===== src/rtl/scr_pkg.sv =====
package scr_pkg;
  localparam int          SEL_W        = 4;
  localparam int          SEED_N       = 1 << SEL_W;
  localparam logic [15:0] FB_TAPS      = 16'hB400;
  localparam logic [15:0] SEED_DEFAULT = 16'hACE1;

  // single shift: XOR of tapped bits enters bit 0
  function automatic logic [15:0] lfsr_bit(input logic [15:0] s);
    return {s[14:0], ^(s & FB_TAPS)};
  endfunction

  // eight shifts per data beat
  function automatic logic [15:0] lfsr_byte(input logic [15:0] s);
    logic [15:0] t;
    t = s;
    for (int k = 0; k < 8; k++) t = lfsr_bit(t);
    return t;
  endfunction

  function automatic logic [15:0] seed_of(input logic [SEL_W-1:0] i);
    logic [15:0] v;
    v = (16'(i) * 16'h1111) ^ 16'h4444;
    return (v == 16'h0) ? SEED_DEFAULT : v;
  endfunction
endpackage


===== src/rtl/scr_seed_rom.sv =====
module scr_seed_rom
  import scr_pkg::*;
(
  input  logic [SEL_W-1:0] sel,
  output logic [15:0]      seed
);
  logic [15:0] table_q [SEED_N];

  for (genvar g = 0; g < SEED_N; g++) begin : g_ent
    assign table_q[g] = seed_of(SEL_W'(g));
  end

  assign seed = table_q[sel];
endmodule


===== src/rtl/scr_lfsr.sv =====
module scr_lfsr
  import scr_pkg::*;
(
  input  logic        clk,
  input  logic        rst_n,
  input  logic        reseed,
  input  logic        adv,
  input  logic [15:0] seed,
  output logic [7:0]  key
);
  logic [15:0] state;

  always_ff @(posedge clk or negedge rst_n) begin
    if (!rst_n)      state <= seed_of('0);
    else if (reseed) state <= seed;
    else if (adv)    state <= lfsr_byte(state);
  end

  assign key = state[15:8];


  state_nonzero_chk: assert property (@(posedge clk) disable iff (!rst_n)
    state != 16'h0);

  reseed_load_chk: assert property (@(posedge clk) disable iff (!rst_n)
    reseed |=> state == $past(seed));

  idle_hold_chk: assert property (@(posedge clk) disable iff (!rst_n)
    (!reseed && !adv) |=> $stable(state));
endmodule


===== src/rtl/scr_pos.sv =====
module scr_pos
  import scr_pkg::*;
#(
  parameter int COL_W  = 6,
  parameter int OFF_W  = 4,
  parameter int PAGE_W = 8
) (
  input  logic              clk,
  input  logic              rst_n,
  input  logic [PAGE_W-1:0] page_addr,
  input  logic [COL_W-1:0]  col_addr,
  input  logic              addr_load,
  input  logic              beat,
  output logic              reseed,
  output logic              adv,
  output logic [SEL_W-1:0]  sel,
  output logic              busy
);
  localparam int CHUNK_W = COL_W - OFF_W;

  logic [PAGE_W-1:0] page;
  logic [COL_W-1:0]  col;
  logic [OFF_W-1:0]  seek;
  logic [COL_W-1:0]  col_nx;
  logic              beat_ok;
  logic              boundary;

  assign busy     = (seek != '0);
  assign beat_ok  = beat && !busy && !addr_load;
  assign col_nx   = col + 1'b1;
  assign boundary = (col_nx[OFF_W-1:0] == '0);
  assign reseed   = addr_load || (beat_ok && boundary);
  assign adv      = !addr_load && (busy || (beat_ok && !boundary));

  always_comb begin
    if (addr_load)
      sel = SEL_W'((page_addr + PAGE_W'(col_addr[COL_W-1:OFF_W])) % SEED_N);
    else
      sel = SEL_W'((page + PAGE_W'(col_nx[COL_W-1:OFF_W])) % SEED_N);
  end

  always_ff @(posedge clk or negedge rst_n) begin
    if (!rst_n) begin
      page <= '0;
      col  <= '0;
      seek <= '0;
    end else if (addr_load) begin
      page <= page_addr;
      col  <= col_addr;
      seek <= col_addr[OFF_W-1:0];
    end else if (busy) begin
      seek <= seek - 1'b1;
    end else if (beat_ok) begin
      col <= col_nx;
    end
  end


  busy_ignores_beat_chk: assert property (@(posedge clk) disable iff (!rst_n)
    (busy && !addr_load) |=> col == $past(col));

  seek_count_chk: assert property (@(posedge clk) disable iff (!rst_n)
    (busy && !addr_load) |=> seek == OFF_W'($past(seek) - 1'b1));

  col_wrap_chk: assert property (@(posedge clk) disable iff (!rst_n)
    (beat_ok && col == '1) |=> col == '0);

  step_excl_chk: assert property (@(posedge clk) disable iff (!rst_n)
    !(reseed && adv));
  // unused in the checks above only when CHUNK_W is zero
  initial begin
    chunk_w_chk: assert (CHUNK_W > 0);
  end
endmodule


===== src/rtl/page_scrambler.sv =====
module page_scrambler
  import scr_pkg::*;
#(
  parameter int COL_W  = 6,
  parameter int OFF_W  = 4,
  parameter int PAGE_W = 8
) (
  input  logic              clk,
  input  logic              rst_n,
  input  logic [PAGE_W-1:0] page_addr,
  input  logic [COL_W-1:0]  col_addr,
  input  logic              addr_load,
  input  logic              wr_beat,
  input  logic              rd_beat,
  input  logic              bypass,
  input  logic [7:0]        din,
  output logic [7:0]        dout,
  output logic              seek_busy
);
  logic             reseed;
  logic             adv;
  logic [SEL_W-1:0] sel;
  logic [15:0]      seed;
  logic [7:0]       key;

  scr_pos #(.COL_W(COL_W), .OFF_W(OFF_W), .PAGE_W(PAGE_W)) pos_i (
    .clk(clk), .rst_n(rst_n), .page_addr(page_addr), .col_addr(col_addr),
    .addr_load(addr_load), .beat(wr_beat || rd_beat), .reseed(reseed),
    .adv(adv), .sel(sel), .busy(seek_busy)
  );

  scr_seed_rom rom_i (.sel(sel), .seed(seed));

  scr_lfsr lfsr_i (
    .clk(clk), .rst_n(rst_n), .reseed(reseed), .adv(adv),
    .seed(seed), .key(key)
  );

  assign dout = bypass ? din : (din ^ key);


  bypass_path_chk: assert property (@(posedge clk) disable iff (!rst_n)
    bypass |-> dout == din);
endmodule


===== config.mk =====
export PLATFORM = sky130hd
export DESIGN_NAME = page_scrambler
export DESIGN_NICKNAME = d
export VERILOG_FILES = /design/src/rtl/scr_pkg.sv /design/src/rtl/scr_seed_rom.sv /design/src/rtl/scr_lfsr.sv /design/src/rtl/scr_pos.sv /design/src/rtl/page_scrambler.sv
export SDC_FILE = /design/constraint.sdc
export NUM_CORES = 1
export LEC_CHECK = 0
export BUFFER_PORTS_ARGS = -buffer_cell sky130_fd_sc_hd__buf_2
export CORE_AREA = 2 2 76 63
export DETAILED_ROUTE_END_ITERATION = 10
export DIE_AREA = 0 0 78 65
export PLACE_DENSITY = 0.82
export REMOVE_ABC_BUFFERS = 1
export SKIP_LAST_GASP = 1
export SYNTH_ARGS = -nofsm -noshare
export SYNTH_HDL_FRONTEND = slang
export SYNTH_SLANG_ARGS = --single-unit

===== constraint.sdc =====
create_clock -name clk -period 4.84 [get_ports clk]
set_input_delay 0.242 -clock clk [delete_from_list [all_inputs] [get_ports clk]]
set_output_delay 0.242 -clock clk [all_outputs]
set_load 0.005 [all_outputs]

==> results of run 1 <==
==> kinds of logic (layout without fill, tap and decap cells) <==
family	Yosys count	count (layout)	share of synthesized area, %
and+or+nand+nor	66	66	16.6
AOI/OAI and AO/OA	55	55	17.0
xor gates and xnor gates	37	37	15.5
DFF	30	30	36.1
buffers and inverters	20	52	4.06
adders and majority gates	9	9	6.10
muxes	9	9	4.60
==> flip-flops by register name (all words and copies together) (netlist names) <==
| register | flops |
|---|---|
| pos_i.page | 4 |
| pos_i.col | 6 |
| pos_i.seek | 4 |
| lfsr_i.state | 16 |
==> metal layers <==
metal	share of wire (%)	GRT usage [%]	wire [um]
met1	47	24.8	1990
met3	6.2	5.71	264
met4	1.5	7.68	62
met5	0	0	0
met2	45	28.8	1930
==> final cells by class <==
class	instances	share of cell area, %
multi-input cells	176	52.2
flip-flops and latches	30	31.5
repair buffers	32	6.68
well taps	60	3.13
clock buffers	5	2.87
inverters	12	1.88
clock inverters	3	1.67
==> final timing paths <==
kind                                 start              end  slack (ns)  cells after the start
max reg2reg                   pos_i.col[0]  lfsr_i.state[7]        2.29                     11
min in group clk               col_addr[2]    pos_i.seek[2]        0.17                      3
max in group asynchronous            rst_n    pos_i.page[0]        4.41                      1
max                           pos_i.col[0]  lfsr_i.state[7]        2.29                     11
min reg2reg                lfsr_i.state[2]  lfsr_i.state[2]        0.47                      2
min                                  rst_n  lfsr_i.state[5]       -0.01                      1
==> synthesized netlist by cell type, types with 2 or more instances <==
master and count:
a21boi_0 2, a21oi_1 14, a31oi_1 4, and3_1 2, buf_2 2, buf_4 2, clkbuf_1 3, dfrtp_1 26
dfstp_2 4, fa_1 2, ha_1 7, inv_1 11, mux2_2 5, mux2i_1 4, nand2_1 20, nand2b_1 12
nand3_1 6, nand3b_1 3, nor2_1 14, o21ai_0 19, o21ai_1 2, o2bb2ai_1 2, o31ai_1 2, xnor2_1 28
xor2_1 9
==> where the power goes <==
part / internal (mW) / leakage [nW] / switching (mW)
clock: 0.151 / 0.0579 / 0.103
sequential: 0.332 / 0.348 / 0.0766
combinational: 0.216 / 0.611 / 0.204
==> worst reg2reg max path, stage by stage, from the launching register on <==
cell and delay [ns]:
dfrtp_1 0.44, ha_1 0.23, nand3_1 0.10, xnor2_1 0.16, ha_1 0.22, inv_1 0.06, fa_1 0.37, xnor2_1 0.13
nand2b_1 0.14, a21oi_4 0.09, a211oi_2 0.35, a21oi_1 0.13
==> through the flow <==
step | util, % | worst slack, ns | cells
2_1_floorplan | - | 2.62 | 218
3_3_place_gp | 52.0 | 2.34 | 310
3_5_place_dp | 52.0 | 2.33 | 310
4_1_cts | 54.4 | 2.28 | 318
5_1_grt | 54.4 | 2.04 | 318
6_report | 54.4 | 2.29 | 318
==> results.sh, run 1 <==
export IMPL_drt_total_wl_mm=4.25
export IMPL_numCtsBuffers=5
export IMPL_coreArea_mm2=0.00440
export IMPL_p_leak_nw=1.02
export IMPL_ir_drop_mv=0.168
export IMPL_rows=22
export IMPL_avgRoutedWirePerCell_um=13.4
export IMPL_finalHoldViolCount=26
export IMPL_synthCells=226
export IMPL_fill_cells=418
export IMPL_drtPass1Iterations=4
export IMPL_layout_common_cells="buf_2, xnor2_1, dfrtp_1, nand2_1, o21ai_0"
export IMPL_clock_path_buffers=2
export IMPL_cp_cell_sequence="ha_1 -> nand3_1 -> xnor2_1 -> ha_1 -> inv_1 -> fa_1 -> xnor2_1 -> nand2b_1 -> a21oi_4 -> a211oi_2 -> a21oi_1"
export IMPL_viasPerCell=5.38
export IMPL_critPathCaptureType="flop"
export IMPL_worstSetupPathType="reg -> reg"
export IMPL_ys_warn_count=0
export IMPL_syn_area_mm2=0.00209
export IMPL_slowest_delay_ns=0.44
export IMPL_cp_max_fo=5
export IMPL_grt_first_pass_wirelength_mm=7.36
export IMPL_synth_edf_count=0
export IMPL_post_route_period_util_pct=52.7
export IMPL_cp_buffers_inverters=1
export IMPL_start_kind="flop"
export IMPL_cts_htree_levels=2
export IMPL_multi_input_area_mm2=0.00125
export IMPL_regArea_um2=756
export IMPL_worst_pin_slew_ns=0.971
export IMPL_fp_dieW_um=78
export IMPL_syn_area_per_cell_um2=9.26
export IMPL_critPathArrivalTime_ns=2.71
export IMPL_synth_top_area_share_pct=31.1
export IMPL_drc=0
export IMPL_fmax_mhz=392
export IMPL_dp_hpwl_mm=3.07
export IMPL_diodes=0
export IMPL_min_path_type="in -> async"
export IMPL_maxSlewHeadroom_pct=34.8
export IMPL_final_common_cell="buf_2"
export IMPL_pin_count=37
export IMPL_clkSinkCount=30
export IMPL_violations="hold timing"
export IMPL_start_util_pct=47.5
export IMPL_drive_gt1_share_pct=22.5
export IMPL_antenna_left=0
export IMPL_worst_ep_required_time_ns=5.00
export IMPL_cpMaxStageDelayCell="dfrtp_1"
export IMPL_grt_max_degree=37
export IMPL_fin_crit_ns=2.55
export IMPL_rsz0062_at_grt="no"
export IMPL_cts_tree="yes"
export IMPL_synthTopCellsByArea="dfrtp_1, xnor2_1, dfstp_2"
export IMPL_hold_ws_ns=-0.0109
export IMPL_cts_setup_buffers=0
export IMPL_finalMaxSlewViolations=0
export IMPL_final_area_mm2=0.00240
export IMPL_clock_latency_ns=0.30
export IMPL_dieArea_mm2=0.00507
export IMPL_grt_overflow=0
export IMPL_grtUsageTotal_pct=18.8
export IMPL_path_clk_slew_ns=0.07
export IMPL_area_growth_pct=14.5
export IMPL_synth_cell_type_count=46
export IMPL_io_buffer_count=32
export IMPL_cts_root_buf="clkbuf_8"
export IMPL_drt_iter0_drc=163
export IMPL_skew_ns=0.0102
export IMPL_setup_viol=0
export IMPL_post_cts_resized=0
export IMPL_num_vias=1711
export IMPL_antenna_found_initial=0
export IMPL_async_reset_ff_share_pct=100
export IMPL_synth_top_area_cell="dfrtp_1"
export IMPL_setup_tns_ns=0
export IMPL_grt_pass1_vias=1634
export IMPL_status="finished with violations"
export IMPL_routabilityCongestion=0.815
export IMPL_max_cap_violations=0
export IMPL_ys_seq_elements=30
export IMPL_yosys_most_used_dff="dfrtp_1"
export IMPL_crit_family="adder cells"
export IMPL_nets=294
export IMPL_postCtsHoldBufs=0
export IMPL_place_area_mm2=0.00229
export IMPL_die_h_um=65
export IMPL_synth_seq_area_share_pct=36.1
export IMPL_total_power_mw=1.08
export IMPL_p_per_area_mw_per_mm2=451
Power figures use the tool's default switching activity.
==> run 2, diff against run 1 <==
Settings changed: PLACE_DENSITY 0.82 to 0.85.
Clock period 4.84 ns to 2.33 ns, I/O delays scaled along.
==> run 2 against run 1 <==
The flow finishes with violations (setup timing). Die area is the same. Cell count grew 5.0%. Global-route usage grew 1.2 points. Critical path type unchanged. Largest cell class unchanged.
==> results.sh, run 2 (synthesis results as in run 1) <==
export IMPL_dp_hpwl_mm=3.24
export IMPL_coreArea_mm2=0.00440
export IMPL_critPathCaptureType="flop"
export IMPL_p_per_area_mw_per_mm2=873
export IMPL_fill_cells=378
export IMPL_grt_overflow=0
export IMPL_fp_dieW_um=78
export IMPL_rsz0062_at_grt="yes"
export IMPL_worstSetupPathType="reg -> reg"
export IMPL_finalMaxSlewViolations=0
export IMPL_antenna_found_initial=0
export IMPL_violations="setup timing"
export IMPL_pin_count=37
export IMPL_grt_pass1_vias=1713
export IMPL_path_clk_slew_ns=0.08
export IMPL_setup_ws_ns=-0.0930
export IMPL_cts_htree_levels=2
export IMPL_clock_path_buffers=2
export IMPL_hold_depth=3
export IMPL_ir_drop_mv=0.335
export IMPL_drtPass1Iterations=4
export IMPL_worst_pin_slew_ns=0.715
export IMPL_viasPerCell=5.32
export IMPL_largest_register="lfsr_i.state"
export IMPL_clock_latency_ns=0.29
export IMPL_maxSlewHeadroom_pct=52.4
export IMPL_diodes=0
export IMPL_largest_reg_flops=16
export IMPL_grt_first_pass_wirelength_mm=7.94
export IMPL_finalHoldViolCount=0
export IMPL_final_util_pct=59.1
export IMPL_hold_ws_ns=0.0570
export IMPL_dieArea_mm2=0.00507
export IMPL_cp_max_fo=5
export IMPL_post_route_period_util_pct=104
export IMPL_io_buffer_count=32
export IMPL_drc=0
export IMPL_drive_gt1_share_pct=33.2
export IMPL_instances_no_fill=334
export IMPL_numCtsBuffers=5
export IMPL_grtUsageTotal_pct=19.9
export IMPL_r2r_cells=11
export IMPL_avgRoutedWirePerCell_um=14.4
export IMPL_clkSinkCount=30
export IMPL_antenna_left=0
export IMPL_final_common_cell="buf_2"
export IMPL_status="finished with violations"
export IMPL_area_growth_pct=24.4
export IMPL_skew_ns=0.0122
export IMPL_rows=22
export IMPL_drt_total_wl_mm=4.79
export IMPL_min_path_type="in -> reg"
export IMPL_start_kind="flop"
export IMPL_cts_tree="yes"
export IMPL_nets=310
export IMPL_fmax_mhz=413
export IMPL_routabilityCongestion=0.790
export IMPL_die_h_um=65
export IMPL_start_util_pct=47.5
export IMPL_setup_viol=5
export IMPL_critPathArrivalTime_ns=2.63
export IMPL_grt_max_degree=37
export IMPL_fin_crit_ns=2.42
export IMPL_p_leak_nw=1.10
export IMPL_drt_iter0_drc=156
export IMPL_place_inst=321
export IMPL_top_regs="lfsr_i.state (16), pos_i.col (6)"
export IMPL_max_cap_violations=0
export IMPL_cts_root_buf="clkbuf_8"
export IMPL_layout_common_cells="buf_2, xnor2_1, dfrtp_1, nand2_1, o21ai_0"
export IMPL_worst_ep_required_time_ns=2.54
export IMPL_num_vias=1776
==> run 2: changes by cell type in the layout (fill, tap and decap cells not counted), sizes merged <==
cell / before / now
bufinv: 1 / 0
clkbuf: 5 / 6
clkinv: 2 / 1
buf: 32 / 47
clkinvlp: 0 / 1
dlygate4sd3: 0 / 1
==> run 2: area by class of cell <==
cell class / instances / area [um^2] / share of cell area (%)
clock inverter: 2 / 12.5 / 0.481
clock buffer: 6 / 82.6 / 3.17
inverter: 12 / 45.0 / 1.73
timing repair buffer: 48 / 283 / 10.9
tap: 60 / 75.1 / 2.88
multi-input combinational: 176 / 1350 / 51.8
sequential: 30 / 756 / 29.0
==> run 2: power breakdown <==
part           leakage, nW  total (mW)  switching [mW]  internal, mW
Clock               0.0472       0.449           0.212         0.237
Sequential           0.348       0.848           0.159         0.689
Combinational        0.707       0.976           0.463         0.513
Total                 1.10        2.27           0.834          1.44
==> run 2: timing repair <==
item / in CTS / in global routing
hold buffers: 1 / 0
pin swaps: 6 / 9
gates resized for setup: 10 / 13
gates cloned: 0 / 0
setup buffers: 2 / 2
setup endpoints to repair: 9 / 11
endpoints found under the hold margin: 26 / 0
==> run 2: metrics by stage <==
stage | setup slack [ns] | total power [mW] | cell area [um^2] | setup TNS [ns]
CTS | -0.00245 | 2.23 | 2540 | -0.00245
global route | -0.199 | 2.44 | 2600 | -0.854
finish | -0.0930 | 2.27 | 2600 | -0.203
global placement | -0.0219 | 1.71 | 2370 | -0.0535
detailed placement | -0.0684 | 1.75 | 2370 | -0.234
floorplan | 0.109 | 1.50 | 2050 | 0
==> run 2: path summary, 6_finish.rpt <==
check | slack, ns | from | endpoint
max | -0.09 | pos_i.col[1] | lfsr_i.state[5]
min | 0.06 | col_addr[2] | pos_i.seek[2]
max reg2reg | -0.09 | pos_i.col[1] | lfsr_i.state[5]
min reg2reg | 0.47 | lfsr_i.state[2] | lfsr_i.state[2]
max in group asynchronous | 1.44 | rst_n | lfsr_i.state[11]
min in group asynchronous | 0.42 | rst_n | lfsr_i.state[4]
==> run 2: layer usage <==
layer	vias up	GRT usage [%]	part of all wire (%)
met3	6	3.76	4.3
met2	46	33.1	49
met4	0	6.14	1.1
met5	-	0	0
met1	859	26.6	46
li1	865	-	-
==> run 2: critical path, cell delays in order, from the launching register on <==
cell      delay, ns
dfrtp_1        0.38
ha_2           0.20
nand3_2        0.10
xnor2_2        0.14
ha_2           0.20
inv_2          0.04
fa_2           0.37
xnor2_2        0.12
nand2b_1       0.12
a21oi_4        0.25
nand3b_1       0.19
a31oi_1        0.22
